--- src/rtl/uart_fe_pkg.sv ---
package uart_fe_pkg;

  localparam int unsigned CHAR_W_MAX = 8;

  // Field order matches the line_ctl pin: bit 6 down to bit 0.
  typedef struct packed {
    logic       brk;
    logic       stick;
    logic       even;
    logic       par_en;
    logic       two_stop;
    logic [1:0] len_code;
  } lcr_t;

  typedef enum logic [2:0] {
    TX_IDLE, TX_START, TX_DATA, TX_PAR, TX_STOP
  } tx_state_t;

  typedef enum logic [2:0] {
    RX_IDLE, RX_START, RX_DATA, RX_PAR, RX_STOP, RX_WAIT_HI
  } rx_state_t;

  // Keep only the bits that belong to the programmed character length.
  function automatic logic [CHAR_W_MAX-1:0] char_mask(
    input logic [CHAR_W_MAX-1:0] d, input logic [1:0] code);
    logic [CHAR_W_MAX-1:0] m;
    m = {CHAR_W_MAX{1'b1}} >> (2'd3 - code);
    return d & m;
  endfunction

  // Parity bit for a masked character.
  function automatic logic par_calc(input lcr_t l, input logic [CHAR_W_MAX-1:0] d);
    if (l.stick) return ~l.even;
    return l.even ? ^d : ~^d;
  endfunction

endpackage

--- src/rtl/uart_fe_tx.sv ---
module uart_fe_tx
  import uart_fe_pkg::*;
#(
  parameter int unsigned DW  = CHAR_W_MAX,
  parameter int unsigned OSR = 16
) (
  input  logic          clk,
  input  logic          rst_n,
  input  logic          tick,
  input  lcr_t          lcr,
  input  logic [DW-1:0] data,
  input  logic          valid,
  output logic          ready,
  output logic          temt,
  output logic          txd
);
  localparam int unsigned CW = $clog2(OSR);
  localparam int unsigned BW = $clog2(DW);

  tx_state_t     st;
  logic [CW-1:0] cnt;
  logic [BW-1:0] bidx;
  logic [DW-1:0] hold_q, sh_q;
  logic          hold_v, par_q, stop2_q;
  logic          bit_end, last_data;

  assign bit_end   = tick && (cnt == CW'(OSR - 1));
  assign last_data = (int'(bidx) == int'(DW) - 4 + int'(lcr.len_code));

  always_ff @(posedge clk or negedge rst_n) begin
    if (!rst_n) begin
      st      <= TX_IDLE;
      cnt     <= '0;
      bidx    <= '0;
      hold_q  <= '0;
      sh_q    <= '0;
      hold_v  <= 1'b0;
      par_q   <= 1'b0;
      stop2_q <= 1'b0;
    end else begin
      if (valid && !hold_v) begin
        hold_q <= data;
        hold_v <= 1'b1;
      end
      if (st != TX_IDLE && tick) cnt <= bit_end ? '0 : cnt + 1'b1;
      unique case (st)
        TX_IDLE: if (hold_v) begin
          sh_q   <= hold_q;
          par_q  <= par_calc(lcr, char_mask(hold_q, lcr.len_code));
          hold_v <= 1'b0;
          cnt    <= '0;
          bidx   <= '0;
          st     <= TX_START;
        end
        TX_START: if (bit_end) st <= TX_DATA;
        TX_DATA: if (bit_end) begin
          sh_q <= sh_q >> 1;
          bidx <= bidx + 1'b1;
          if (last_data) begin
            stop2_q <= 1'b0;
            st      <= lcr.par_en ? TX_PAR : TX_STOP;
          end
        end
        TX_PAR: if (bit_end) st <= TX_STOP;
        TX_STOP: if (bit_end) begin
          if (lcr.two_stop && !stop2_q) stop2_q <= 1'b1;
          else st <= TX_IDLE;
        end
        default: st <= TX_IDLE;
      endcase
    end
  end

  assign ready = !hold_v;
  assign temt  = !hold_v && (st == TX_IDLE);

  always_comb begin
    unique case (st)
      TX_START: txd = 1'b0;
      TX_DATA:  txd = sh_q[0];
      TX_PAR:   txd = par_q;
      default:  txd = 1'b1;
    endcase
    if (lcr.brk) txd = 1'b0;
  end

endmodule

--- src/rtl/uart_fe_rx.sv ---
module uart_fe_rx
  import uart_fe_pkg::*;
#(
  parameter int unsigned DW  = CHAR_W_MAX,
  parameter int unsigned OSR = 16
) (
  input  logic          clk,
  input  logic          rst_n,
  input  logic          tick,
  input  lcr_t          lcr,
  input  logic          rxd,
  input  logic          take,
  output logic [DW-1:0] data,
  output logic          valid,
  output logic          ev_oe,
  output logic          ev_pe,
  output logic          ev_fe,
  output logic          ev_bi
);
  localparam int unsigned CW  = $clog2(OSR);
  localparam int unsigned BW  = $clog2(DW);
  localparam int unsigned MID = OSR / 2 - 1;

  rx_state_t     st;
  logic [CW-1:0] cnt;
  logic [BW-1:0] bidx;
  logic [DW-1:0] sh_q, hold_q;
  logic          hold_v, par_q, zero_q;
  logic          sync1, rin;
  logic          smp, last_data, is_brk, par_bad;
  logic [DW-1:0] aligned;

  assign smp       = tick && (cnt == CW'(OSR - 1));
  assign last_data = (int'(bidx) == int'(DW) - 4 + int'(lcr.len_code));
  assign aligned   = sh_q >> (2'd3 - lcr.len_code);
  assign is_brk    = !rin && zero_q;
  assign par_bad   = lcr.par_en && (par_q != par_calc(lcr, aligned));

  always_ff @(posedge clk or negedge rst_n) begin
    if (!rst_n) begin
      sync1 <= 1'b1;
      rin   <= 1'b1;
    end else begin
      sync1 <= rxd;
      rin   <= sync1;
    end
  end

  always_ff @(posedge clk or negedge rst_n) begin
    if (!rst_n) begin
      st     <= RX_IDLE;
      cnt    <= '0;
      bidx   <= '0;
      sh_q   <= '0;
      hold_q <= '0;
      hold_v <= 1'b0;
      par_q  <= 1'b0;
      zero_q <= 1'b0;
      ev_oe  <= 1'b0;
      ev_pe  <= 1'b0;
      ev_fe  <= 1'b0;
      ev_bi  <= 1'b0;
    end else begin
      ev_oe <= 1'b0;
      ev_pe <= 1'b0;
      ev_fe <= 1'b0;
      ev_bi <= 1'b0;
      if (take) hold_v <= 1'b0;
      if (st != RX_IDLE && st != RX_WAIT_HI && tick) cnt <= smp ? '0 : cnt + 1'b1;
      unique case (st)
        RX_IDLE: if (tick && !rin) begin
          cnt <= CW'(1);
          st  <= RX_START;
        end
        RX_START: if (tick && cnt == CW'(MID)) begin
          cnt    <= '0;
          bidx   <= '0;
          zero_q <= 1'b1;
          par_q  <= 1'b0;
          st     <= rin ? RX_IDLE : RX_DATA;
        end
        RX_DATA: if (smp) begin
          sh_q   <= {rin, sh_q[DW-1:1]};
          zero_q <= zero_q & !rin;
          bidx   <= bidx + 1'b1;
          if (last_data) st <= lcr.par_en ? RX_PAR : RX_STOP;
        end
        RX_PAR: if (smp) begin
          par_q  <= rin;
          zero_q <= zero_q & !rin;
          st     <= RX_STOP;
        end
        RX_STOP: if (smp) begin
          ev_fe <= !rin;
          ev_bi <= is_brk;
          ev_pe <= par_bad && !is_brk;
          if (hold_v && !take) begin
            ev_oe <= 1'b1;
          end else begin
            hold_q <= is_brk ? '0 : aligned;
            hold_v <= 1'b1;
          end
          st <= rin ? RX_IDLE : RX_WAIT_HI;
        end
        RX_WAIT_HI: if (rin) st <= RX_IDLE;
        default: st <= RX_IDLE;
      endcase
    end
  end

  assign data  = hold_q;
  assign valid = hold_v;

endmodule

--- src/rtl/uart_fe_flags.sv ---
module uart_fe_flags #(
  parameter int unsigned NF = 4
) (
  input  logic          clk,
  input  logic          rst_n,
  input  logic [NF-1:0] set,
  input  logic          clr,
  output logic [NF-1:0] q
);
  for (genvar i = 0; i < NF; i++) begin : g_flag
    logic f_q;
    always_ff @(posedge clk or negedge rst_n) begin
      if (!rst_n) f_q <= 1'b0;
      else        f_q <= set[i] | (f_q & ~clr);
    end
    assign q[i] = f_q;
  end

endmodule

--- src/rtl/uart_frame_engine.sv ---
module uart_frame_engine
  import uart_fe_pkg::*;
#(
  parameter int unsigned DW  = CHAR_W_MAX,
  parameter int unsigned OSR = 16
) (
  input  logic          clk,
  input  logic          rst_n,
  input  logic          baud_tick,
  input  logic [6:0]    line_ctl,
  input  logic [DW-1:0] tx_data,
  input  logic          tx_valid,
  output logic          tx_ready,
  output logic [DW-1:0] rx_data,
  output logic          rx_valid,
  input  logic          rx_ready,
  input  logic          sts_rd,
  output logic          sts_temt,
  output logic          sts_oe,
  output logic          sts_pe,
  output logic          sts_fe,
  output logic          sts_bi,
  output logic          txd,
  input  logic          rxd
);
  localparam int unsigned NFLAG = 4;

  lcr_t             lcr;
  logic [NFLAG-1:0] ev, flags;
  logic             ev_oe, ev_pe, ev_fe, ev_bi;

  assign lcr = lcr_t'(line_ctl);

  uart_fe_tx #(.DW(DW), .OSR(OSR)) u_tx (
    .clk(clk), .rst_n(rst_n), .tick(baud_tick), .lcr(lcr),
    .data(tx_data), .valid(tx_valid), .ready(tx_ready),
    .temt(sts_temt), .txd(txd)
  );

  uart_fe_rx #(.DW(DW), .OSR(OSR)) u_rx (
    .clk(clk), .rst_n(rst_n), .tick(baud_tick), .lcr(lcr),
    .rxd(rxd), .take(rx_ready), .data(rx_data), .valid(rx_valid),
    .ev_oe(ev_oe), .ev_pe(ev_pe), .ev_fe(ev_fe), .ev_bi(ev_bi)
  );

  assign ev = {ev_bi, ev_fe, ev_pe, ev_oe};

  uart_fe_flags #(.NF(NFLAG)) u_flags (
    .clk(clk), .rst_n(rst_n), .set(ev), .clr(sts_rd), .q(flags)
  );

  assign sts_oe = flags[0];
  assign sts_pe = flags[1];
  assign sts_fe = flags[2];
  assign sts_bi = flags[3];

endmodule

--- config.mk ---
export PLATFORM = sky130hd
export DESIGN_NAME = uart_frame_engine
export DESIGN_NICKNAME = d
export VERILOG_FILES = /design/src/rtl/uart_fe_pkg.sv /design/src/rtl/uart_fe_tx.sv /design/src/rtl/uart_fe_rx.sv /design/src/rtl/uart_fe_flags.sv /design/src/rtl/uart_frame_engine.sv
export SDC_FILE = /design/constraint.sdc
export NUM_CORES = 1
export LEC_CHECK = 0
export ABC_AREA = 1
export BUFFER_PORTS_ARGS = -buffer_cell sky130_fd_sc_hd__clkbuf_2
export CORE_MARGIN = 2
export CORE_UTILIZATION = 55
export DETAILED_ROUTE_END_ITERATION = 7
export MAX_ROUTING_LAYER = met4
export PLACE_DENSITY_LB_ADDON = 0.15
export SETUP_SLACK_MARGIN = 0.15
export SLEW_MARGIN = 10
export SYNTH_ARGS = -nofsm -noshare
export SYNTH_HDL_FRONTEND = slang
export SYNTH_SLANG_ARGS = --single-unit
--- constraint.sdc ---
create_clock -name clk -period 2.1 [get_ports clk]
set_input_delay 0.63 -clock clk [delete_from_list [all_inputs] [get_ports clk]]
set_output_delay 0.63 -clock clk [all_outputs]
set_load 0.05 [all_outputs]
Word level (Yosys, flattened, before mapping). Cells that the tools add are included.

Bits in registers: 68. Input bits: 22. Output and inout port bits: 16. Logic and storage cells: 197.

$add $sub $neg: 6. Equality and inequality tests: 32. Shifts and indexed selects: 2. Multiplexer cells: 75. Bitwise gates (word level): 13. Reductions and logical operators: 43.

Operators by type and width (count): $eq A4 B32 Y1 (2); $mux W3 (20); $mux W1 (33); $mux W4 (8); $ne A2 B1 Y1 const B (15); $mux W8 (3); $pmux W3 S6 (1); $pmux W8 S2 (1); $reduce_xnor A8 Y1 (2); $reduce_xor A8 Y1 (2); $pmux W3 S5 (1); $reduce_and A3 Y1 (5); $logic_and A1 B1 Y1 (14); $reduce_and A7 Y1 (2); $eq A3 B2 Y1 const B (4); $pmux W3 S2 (2); $reduce_bool A2 Y1 (5); $eq A3 B3 Y1 const B (3); $add A4 B1 Y4 const B (2); $and A8 B8 Y8 (1); $eq A4 B4 Y1 const B (2); $pmux W4 S2 (1); $shr A8 B2 Y8 (1); $shr A8 B2 Y8 const A (1); other kinds (20) (40).

Logic depth before layout (Yosys ltp). Gate-level depths: netlist of the first run.

Depth in word-level cells: 10. Gate-level depth with buffers: 15. Gate-level depth less buffers: 14.

Modules after synthesis. From an unflattened synthesis of the first run, not the netlist that was laid out.

Cells, all modules: 479. Area, all modules: 3796.1 sq um.

By module, submodules not included: uart_fe_rx (instances 1, cells each 266, area an instance 2008.2 sq um, seq. area each 878.3 sq um); uart_fe_tx (instances 1, cells each 192, area an instance 1609.0 sq um, seq. area each 725.7 sq um); uart_fe_flags (instances 1, cells each 21, area an instance 178.9 sq um, seq. area each 100.1 sq um).

Worst setup path before layout of the first run. OpenSTA, ideal clock, no wires.

Path kind: register to output. Start point: register u_tx.st[2]. End point: output port txd. Arrival time: 1462 ps. Data required time: 1470 ps. Path slack: 8 ps. Cell stages (with the launch flop): 6. Path buffers: 0. Path through: dfrtp_1 -> inv_2 -> nand2_2 -> inv_1 -> nand3_1 -> a21oi_1.

Longest elaborated chain between the ends: 3. Elaborated cells on any way between the ends: 5. Those cells by class: 3 x eq/ne; 2 x mux.

Ends and longest elaborated chain: start, declared (line uart_fe_tx.sv:20) `tx_state_t st;`; start signal, assigned (line uart_fe_tx.sv:61) `st <= lcr.par_en ? TX_PAR : TX_STOP;`; $eq A3 B2 Y1 or $eq A3 B1 Y1 (tied branches) (line uart_fe_tx.sv:78) `unique case (st)`; $pmux W1 S3 * (line uart_fe_tx.sv:78); $mux W1 * (line uart_fe_tx.sv:84) `if (lcr.brk) txd = 1'b0;`; end, declared (line uart_frame_engine.sv:23) `output logic txd,`.

Every way passes the cells marked *; elsewhere a longest branch is shown, timed or not.

Worst setup path in the final report of the first run.
Start point: register u_tx.st[1]. End point: output port sts_temt.

Longest elaborated chain between the ends: 2.

Ends and longest elaborated chain: $logic_not A3 Y1 (line uart_fe_tx.sv:75) `assign temt = !hold_v && (st == TX_IDLE);`; $logic_and A1 B1 Y1 (line uart_fe_tx.sv:75); end, declared (line uart_frame_engine.sv:18) `output logic sts_temt,`.

Every way passes these cells.

==> out/results.tsv, run 1 <==
stage	metric	value	unit
setup_path	worstSetupPathType	reg2out	
layout	drive_gt1_share	23.5	%
setup_path	critPathLaunchType	register	
sta	worstMarginPinSlew	0.440	ns
layout	fill_cells	530	
power_and_ir_drop	seqPwrFrac	35.9	%
layout	area_growth	17.5	%
synthesis	synth_seq_area_share	46.0	%
synthesis	synth_edf_count	0	
power_and_ir_drop	switching_share	38.3	%
sta	clock.fmax	500	MHz
power_and_ir_drop	power.leakage	2.21	nW
job	drv_cap	0	
global_routing	grt_pass1_vias	3124	
synthesis	synthXorXnorAreaFrac	2.36	%
setup_path	worstSetupEndpointType	primary output	
synthesis	async_flop_share	100	%
clock_network	clock_sinks	68	
setup_path	required	1.47	ns
route	wire_per_inst	13.0	um
power_and_ir_drop	pwr-share-comb	39.2	%
synthesis	syn_area_per_cell	8.11	um^2
sta	rsz0062_at_grt	yes	
route	drc	0	
sta	post-route-min-period	2.00	ns
synthesis	synth_compound_area_share	14.2	%
placed_design	post-dp-hpwl	5630	um
status	status	finished clean	
synthesis	synthMuxAreaShare	2.13	%
synthesis	yosys.cell_types.count	43	
global_routing	grt_pass1_wl	13500	um
power_and_ir_drop	p_clk_share	24.8	%
layout	fin_util	67.8	%
die	die_area	0.00741	mm^2
clock_network	cts_hold_buf	0	
synthesis	netlist_top_cells_area	dfrtp_1, nand2_1, inv_1	
synthesis	yosysMostFrequentCell	nand2_1	
clock_network	htreeDepth	3	
global_routing	grt_usage	23.7	%
layout	regArea	0.00171	mm^2
layout	nNetsFinal	541	
setup_path	slowest_delay	0.45	ns
synthesis	syn_inst	457	
setup_path	cp_max_fo	4	
synthesis	yosys_warnings	0	
layout	multiInputGateArea	0.00171	mm^2
global_routing	antenna_found_initial	0	
route	num_vias	3176	
route	finalWirelength	7770	um
synthesis	ys_ff_latch	68	
synthesis	ys.flop_type	dfrtp_1	
die	dieWidth	86.1	um
placed_design	dpl-instance-area	0.00402	mm^2
die	row_count	29	
synthesis	yosys.area_share.adder	1.35	%
route	antenna_left	0	
sta	final-setup-viol-count	0	
clock_network	clkSlewWorstSetupHoldPaths	0.07	ns
clock_network	cts_root_buf	clkbuf_8	
synthesis	syn-num-nets	483	
layout	diodes	0	
clock_network	clk-insertion-delay-late	0.34	ns
synthesis	yosys-top-cells-count	nand2_1, dfrtp_1, inv_1, nor2_1, nand3_1	
setup_path	path_cells	nor2_1, inv_2, nor2_4, inv_2, nor2_4, buf_8	
synthesis	synth_top_family_by_area	simple AND/OR/NAND/NOR gates	
die	pin_count	38	
layout	fin_area	0.00436	mm^2
power_and_ir_drop	internal-power	3.22	mW
global_routing	grt_overflow	0	
die	die_h	86.1	um
sta	post-route-period-util	95.3	%
sta	clock_skew	0.00681	ns
power_and_ir_drop	netSwitchingPower	2.00	mW
clock_network	cts_buffers	9	
placed_design	portBuffers	37	
hold_path	holdCritPathClass	in2async	
sta	hold_violations	0	
setup_path	slowest_stage	dfrtp_2	
route	drtIter0Drc	158	
global_routing	grt_max_degree	69	
synthesis	synth_top_area_cell	dfrtp_1	
power_and_ir_drop	powerDensity	1200	mW/mm^2
placed_design	gp_congestion	0.935	
sta	hold_ws	0.288	ns
clock_network	cts_tree	done	
synthesis	synth_top_area_share	44.5	%
route	drtPass1Iterations	4	
synthesis	syn-cell-area	0.00371	mm^2
power_and_ir_drop	ir_worst_vdd	0.837	mV
die	core	0.00642	mm^2
sta	maxSlewViolCount	0	
die	start_util	57.7	%
sta	slew_headroom	70.5	%
route	vias_per_cell	5.32	
setup_path	arrival	1.37	ns
clock_network	clock_path_buffers	2	
sta	tns	0	ns
synthesis	synth-simple-area-share	25.3	%
[cell families (layout without fill, tap and decap cells)]
logic type,Yosys count,after routing
xor+xnor,10,10
mux,7,7
fa+ha+maj,4,4
simple gates,210,210
flops,68,68
buf+inv,73,136
compound gates,85,85
[layout by cell type, fill, tap and decap left out, types with 11 or more instances in the layout]
cell	instances
clkbuf_2	34
buf_4	19
nand3_1	28
nand2_2	11
a21oi_1	12
inv_1	52
o21ai_0	26
o21ai_1	12
dfrtp_1	64
nor2_1	35
nand2_1	113
[path summary, 6_finish.rpt]
check,startpoint,end,slack [ns],depth (start not counted)
setup / recovery,u_tx.st[1],sts_temt,0.1,6
hold / removal,rst_n,u_rx.valid,0.29,2
setup reg to reg,u_tx.st[2],u_tx.sh_q[3],0.29,11
hold reg to reg,u_rx.sync1,u_rx.rin,0.36,0
max in group asynchronous,rst_n,u_tx.st[1],1.50,2
min in group clk,u_rx.sync1,u_rx.rin,0.36,0
[layer usage]
layer	part of all wire, %	GRT usage (%)	wire (um)
met5	0	-	0
met4	0.85	6.35	66
met3	3.0	6.74	232
met2	49	39.0	3840
met1	47	28.6	3630
[cell type report]
class                   count  area share [%]
clock inverters             6            2.59
repair buffers             57            8.45
multi-input cells         316            39.2
clock buffers              10            2.93
inverters                  63            5.43
flip-flops and latches     68            39.2
well taps                  77            2.21
[critical path, delay by kind of cell (launching register included)]
kind | cells | cell delay, ns
DFF | 1 | 0.45
and+or+nand+nor | 3 | 0.30
buffers and inverters | 3 | 0.28
[flip-flops by register name (all words and copies together) (netlist names), 4 cells and up]
signal,cells
u_flags.g_flag.f_q,4
u_rx.cnt,4
u_rx.data,8
u_rx.sh_q,8
u_tx.cnt,4
u_tx.hold_q,8
u_tx.sh_q,8
[power by group through the flow]
stage,Combinational (mW),Sequential (mW),Clock [mW]
floorplan,1.50,1.83,0
global placement,1.78,1.88,0
detailed placement,1.86,1.89,0
CTS,1.98,1.86,1.32
global route,2.32,1.91,1.37
finish,2.05,1.88,1.30
[per-stage QoR]
stage / std cells / setup slack [ns] / total power [mW]
3_5_place_dp: 574 / 0.0964 / 3.74
2_1_floorplan: 457 / 0.267 / 3.33
5_1_grt: 597 / 0.0125 / 5.60
3_3_place_gp: 574 / 0.174 / 3.66
4_1_cts: 595 / 0.0958 / 5.16
6_report: 597 / 0.0995 / 5.22
[what timing repair did]
item,in CTS,in global routing
setup endpoints to repair,2,4
buffers inserted,5,2
pin swaps,2,2
gates resized for setup,9,7
No activity file was read; power rests on OpenSTA's default activity.
==> run 2: changes to the inputs <==
--- a/config.mk
+++ b/config.mk
@@ -8,7 +8,7 @@
 export ABC_AREA = 1
 export BUFFER_PORTS_ARGS = -buffer_cell sky130_fd_sc_hd__clkbuf_2
 export CORE_MARGIN = 2
-export CORE_UTILIZATION = 55
+export CORE_UTILIZATION = 30
 export DETAILED_ROUTE_END_ITERATION = 7
 export MAX_ROUTING_LAYER = met4
 export PLACE_DENSITY_LB_ADDON = 0.15
@@ -16,4 +16,5 @@
 export SLEW_MARGIN = 10
 export SYNTH_ARGS = -nofsm -noshare
 export SYNTH_HDL_FRONTEND = slang
+export SYNTH_HIERARCHICAL = 1
 export SYNTH_SLANG_ARGS = --single-unit
==> run 2 against run 1 <==
The run now ends with setup timing left. Fmax is 6.8% lower. Largest cell class unchanged. First-iteration DRC count is 5.7% lower. Critical endpoint is now txd. Die area is 83% higher. Sequential power is 12% higher. Final area is 5.9% higher. Sequential share of layout area is 2.2 points lower. Highest routed layer unchanged. Non-clock buffer count is 5 lower. Final cell count is 18% higher. Worst setup slack worse by 0.14 ns. Worst hold slack better by 0.00090 ns. Via count is 1.1% higher.
==> out/results.tsv, run 2 <==
stage	metric	value	unit	change
hold_path	holdCritPathClass	in2async		
die	core	0.0125	mm^2	+94%
sta	final-setup-viol-count	1		+1
route	drtIter0Drc	149		-5.7%
setup_path	slowest_stage	dfrtp_2		
setup_path	reg2reg_from	u_rx/cnt[0]		
setup_path	worstSetupEndpointType	primary output		
setup_path	worstSetupPathType	reg2out		
route	drc	0		unchanged
placed_design	portBuffers	37		unchanged
die	dieWidth	116	um	+35%
synthesis	syn_inst	479		+4.8%
clock_network	cts_tree	done		
sta	hold_violations	0		unchanged
sta	clock.fmax	466	MHz	-6.8%
power_and_ir_drop	power.leakage	2.37	nW	+7.4%
layout	final_common_cell	nand2_1		
route	antenna_left	0		unchanged
route	vias_per_cell	4.54		-15%
power_and_ir_drop	p_clk_share	25.1	%	+0.3 points
synthesis	syn-num-nets	505		+4.6%
sta	fin_ws	-0.0455	ns	-0.145 ns
power_and_ir_drop	ir_worst_vdd	0.967	mV	+16%
route	finalWirelength	8400	um	+8.1%
synthesis	yosys-top-cells-count	nand2_1, dfrtp_1, inv_1, nand3_1, nor2_1		
die	die_h	116	um	+35%
clock_network	clock_path_buffers	2		unchanged
synthesis	yosys_warnings	6		+6
power_and_ir_drop	pwr-share-comb	42.0	%	+2.8 points
sta	hold_ws	0.289	ns	+0.000900 ns
layout	regArea	0.00171	mm^2	unchanged
setup_path	slowest_delay	0.45	ns	about the same
setup_path	critPathLaunchType	register		
die	start_util	30.5	%	-27 points
clock_network	cts_hold_buf	0		unchanged
placed_design	gp_congestion	0.822		-12%
die	row_count	41		+41%
power_and_ir_drop	powerDensity	1390	mW/mm^2	+16%
sta	post-route-period-util	102	%	+6.9 points
global_routing	grt_usage	14.3	%	-9.4 points
sta	post-route-min-period	2.15	ns	+0.145 ns
die	die_area	0.0136	mm^2	+83%
layout	diodes	0		unchanged
synthesis	synth_top_area_share	43.5	%	-1.0 points
setup_path	path_cells	inv_2, nand2_4, nor2_4, nand2_1, a31o_1, clkinvlp_4, clkbuf_16		
synthesis	ys_ff_latch	68		unchanged
setup_path	cp_max_fo	5		+1
clock_network	cts_buffers	9		unchanged
synthesis	synth_top_area_cell	dfrtp_1		
power_and_ir_drop	switching_share	39.9	%	+1.7 points
layout	nNetsFinal	556		+2.8%
synthesis	synth_seq_area_share	44.9	%	-1.1 points
route	num_vias	3210		+1.1%
power_and_ir_drop	seqPwrFrac	32.9	%	-3.0 points
status	violations	setup timing		
synthesis	async_flop_share	100	%	unchanged
global_routing	grt_max_degree	69		unchanged
power_and_ir_drop	internal-power	3.85	mW	+20%
synthesis	yosys.cell_types.count	42		-2.3%
sta	worstMarginPinSlew	0.489	ns	+0.0489 ns
layout	drive_gt1_share	22.1	%	-1.4 points
power_and_ir_drop	netSwitchingPower	2.56	mW	+28%
synthesis	yosysMostFrequentCell	nand2_1		
setup_path	arrival	1.52	ns	+0.15 ns
layout	area_growth	21.5	%	
die	pin_count	38		unchanged
clock_network	htreeDepth	3		unchanged
setup_path	required	1.47	ns	about the same
sta	slew_headroom	67.3	%	-3.2 points
layout	multiInputGateArea	0.00174	mm^2	+1.9%
route	wire_per_inst	11.9	um	-8.8%
route	drtPass1Iterations	4		unchanged
setup_path	reg2regPathDepth	7		-4
global_routing	grt_pass1_vias	3175		+1.6%
synthesis	synth_edf_count	0		unchanged
clock_network	clk-insertion-delay-late	0.34	ns	about the same
status	status	finished, violations left		
setup_path	reg2reg_to	u_rx/data[0]		
clock_network	clock_sinks	68		unchanged
synthesis	syn_area_per_cell	7.93	um^2	-2.3%
job	drv_cap	0		unchanged
synthesis	syn-cell-area	0.00380	mm^2	+2.4%
synthesis	ys.flop_type	dfrtp_1		
global_routing	antenna_found_initial	0		unchanged
placed_design	post-dp-hpwl	6000	um	+6.6%
layout	fin_util	37.0	%	-31 points
global_routing	grt_pass1_wl	14600	um	+8.2%
layout	final_cell_mix	nand2_1, dfrtp_1, inv_1, nand3_1, clkbuf_2		
synthesis	netlist_top_cells_area	dfrtp_1, nand2_1, nand3_1		
clock_network	clkSlewWorstSetupHoldPaths	0.05	ns	-0.02 ns
global_routing	grt_overflow	0		unchanged
sta	rsz0062_at_grt	yes		
sta	maxSlewViolCount	0		unchanged
layout	fill_cells	1328		+150%
sta	clock_skew	0.00669	ns	-0.000123 ns
clock_network	cts_root_buf	clkbuf_16		
setup_path	regToRegSetupSlack	0.32	ns	+0.03 ns
==> run 2: worst max path at each step <==
stage | startpoint | endpoint | slack, ns
after floorplan | u_tx/st[0] | txd | 0.20
after detailed placement | line_ctl[0] | u_rx/ev_pe | -0.02
after CTS | u_tx/st[2] | txd | -0.05
final | u_tx/st[2] | txd | -0.05
after global placement | line_ctl[0] | u_rx/ev_pe | 0.06
after global routing | u_tx/st[2] | txd | -0.12
==> run 2: layout make-up <==
class / instances / area share [%]
well taps: 172 / 4.67
flip-flops and latches: 68 / 37.0
clock buffers: 11 / 5.26
inverters: 71 / 6.02
clock inverters: 5 / 1.63
repair buffers: 52 / 7.68
multi-input cells: 328 / 37.7
==> run 2: layer usage <==
layer / global-route usage, % / wire length [um] / up-vias / part of all wire (%)
li1: - / - / 1654 / -
met3: 4.05 / 324 / 11 / 3.9
met2: 22.4 / 3950 / 59 / 47
met5: - / 0 / - / 0
met1: 17.5 / 3970 / 1486 / 47
met4: 5.48 / 154 / 0 / 1.8
==> run 2: through the flow <==
step / setup slack (ns) / TNS [ns] / std cells / area [um^2] / total power [mW]
3_5_place_dp: -0.0159 / -0.0159 / 683 / 4170 / 4.59
4_1_cts: -0.0454 / -0.0840 / 704 / 4580 / 6.45
5_1_grt: -0.124 / -0.151 / 707 / 4610 / 7.00
2_1_floorplan: 0.195 / 0 / 479 / 3800 / 4.06
3_3_place_gp: 0.0639 / 0 / 683 / 4170 / 4.54
6_report: -0.0455 / -0.0455 / 707 / 4610 / 6.41
==> run 2: logic make-up after synthesis <==
| family | Yosys count | synth area share, % |
|---|---|---|
| fa+ha+maj | 4 | 1.32 |
| flops | 68 | 44.9 |
| mux | 5 | 1.48 |
| simple gates | 233 | 28.2 |
| buf+inv | 83 | 9.72 |
| compound gates | 77 | 12.3 |
| xor+xnor | 9 | 2.08 |
==> run 2: critical path, delay by kind of cell (launching register included) <==
family / cells / cell delay (ns)
AO/OA/AOI/OAI: 1 / 0.23
buffers and inverters: 3 / 0.32
flip-flops: 1 / 0.45
AND/OR/NAND/NOR: 3 / 0.19
==> run 2: timing repair <==
| action | in CTS | in global routing |
|---|---|---|
| hold endpoints to repair | 0 | 0 |
| resized for setup | 14 | 2 |
| setup buffers | 5 | 3 |
| setup endpoints to repair | 2 | 3 |
| pin swaps | 2 | 2 |
==> run 2: power groups by stage <==
stage / sequential, mW / clock, mW / combinational [mW]
3_5_place_dp: 2.13 / 0 / 2.46
5_1_grt: 2.19 / 1.72 / 3.08
3_3_place_gp: 2.13 / 0 / 2.41
2_1_floorplan: 2.08 / 0 / 1.99
4_1_cts: 2.12 / 1.67 / 2.66
6_report: 2.11 / 1.61 / 2.69
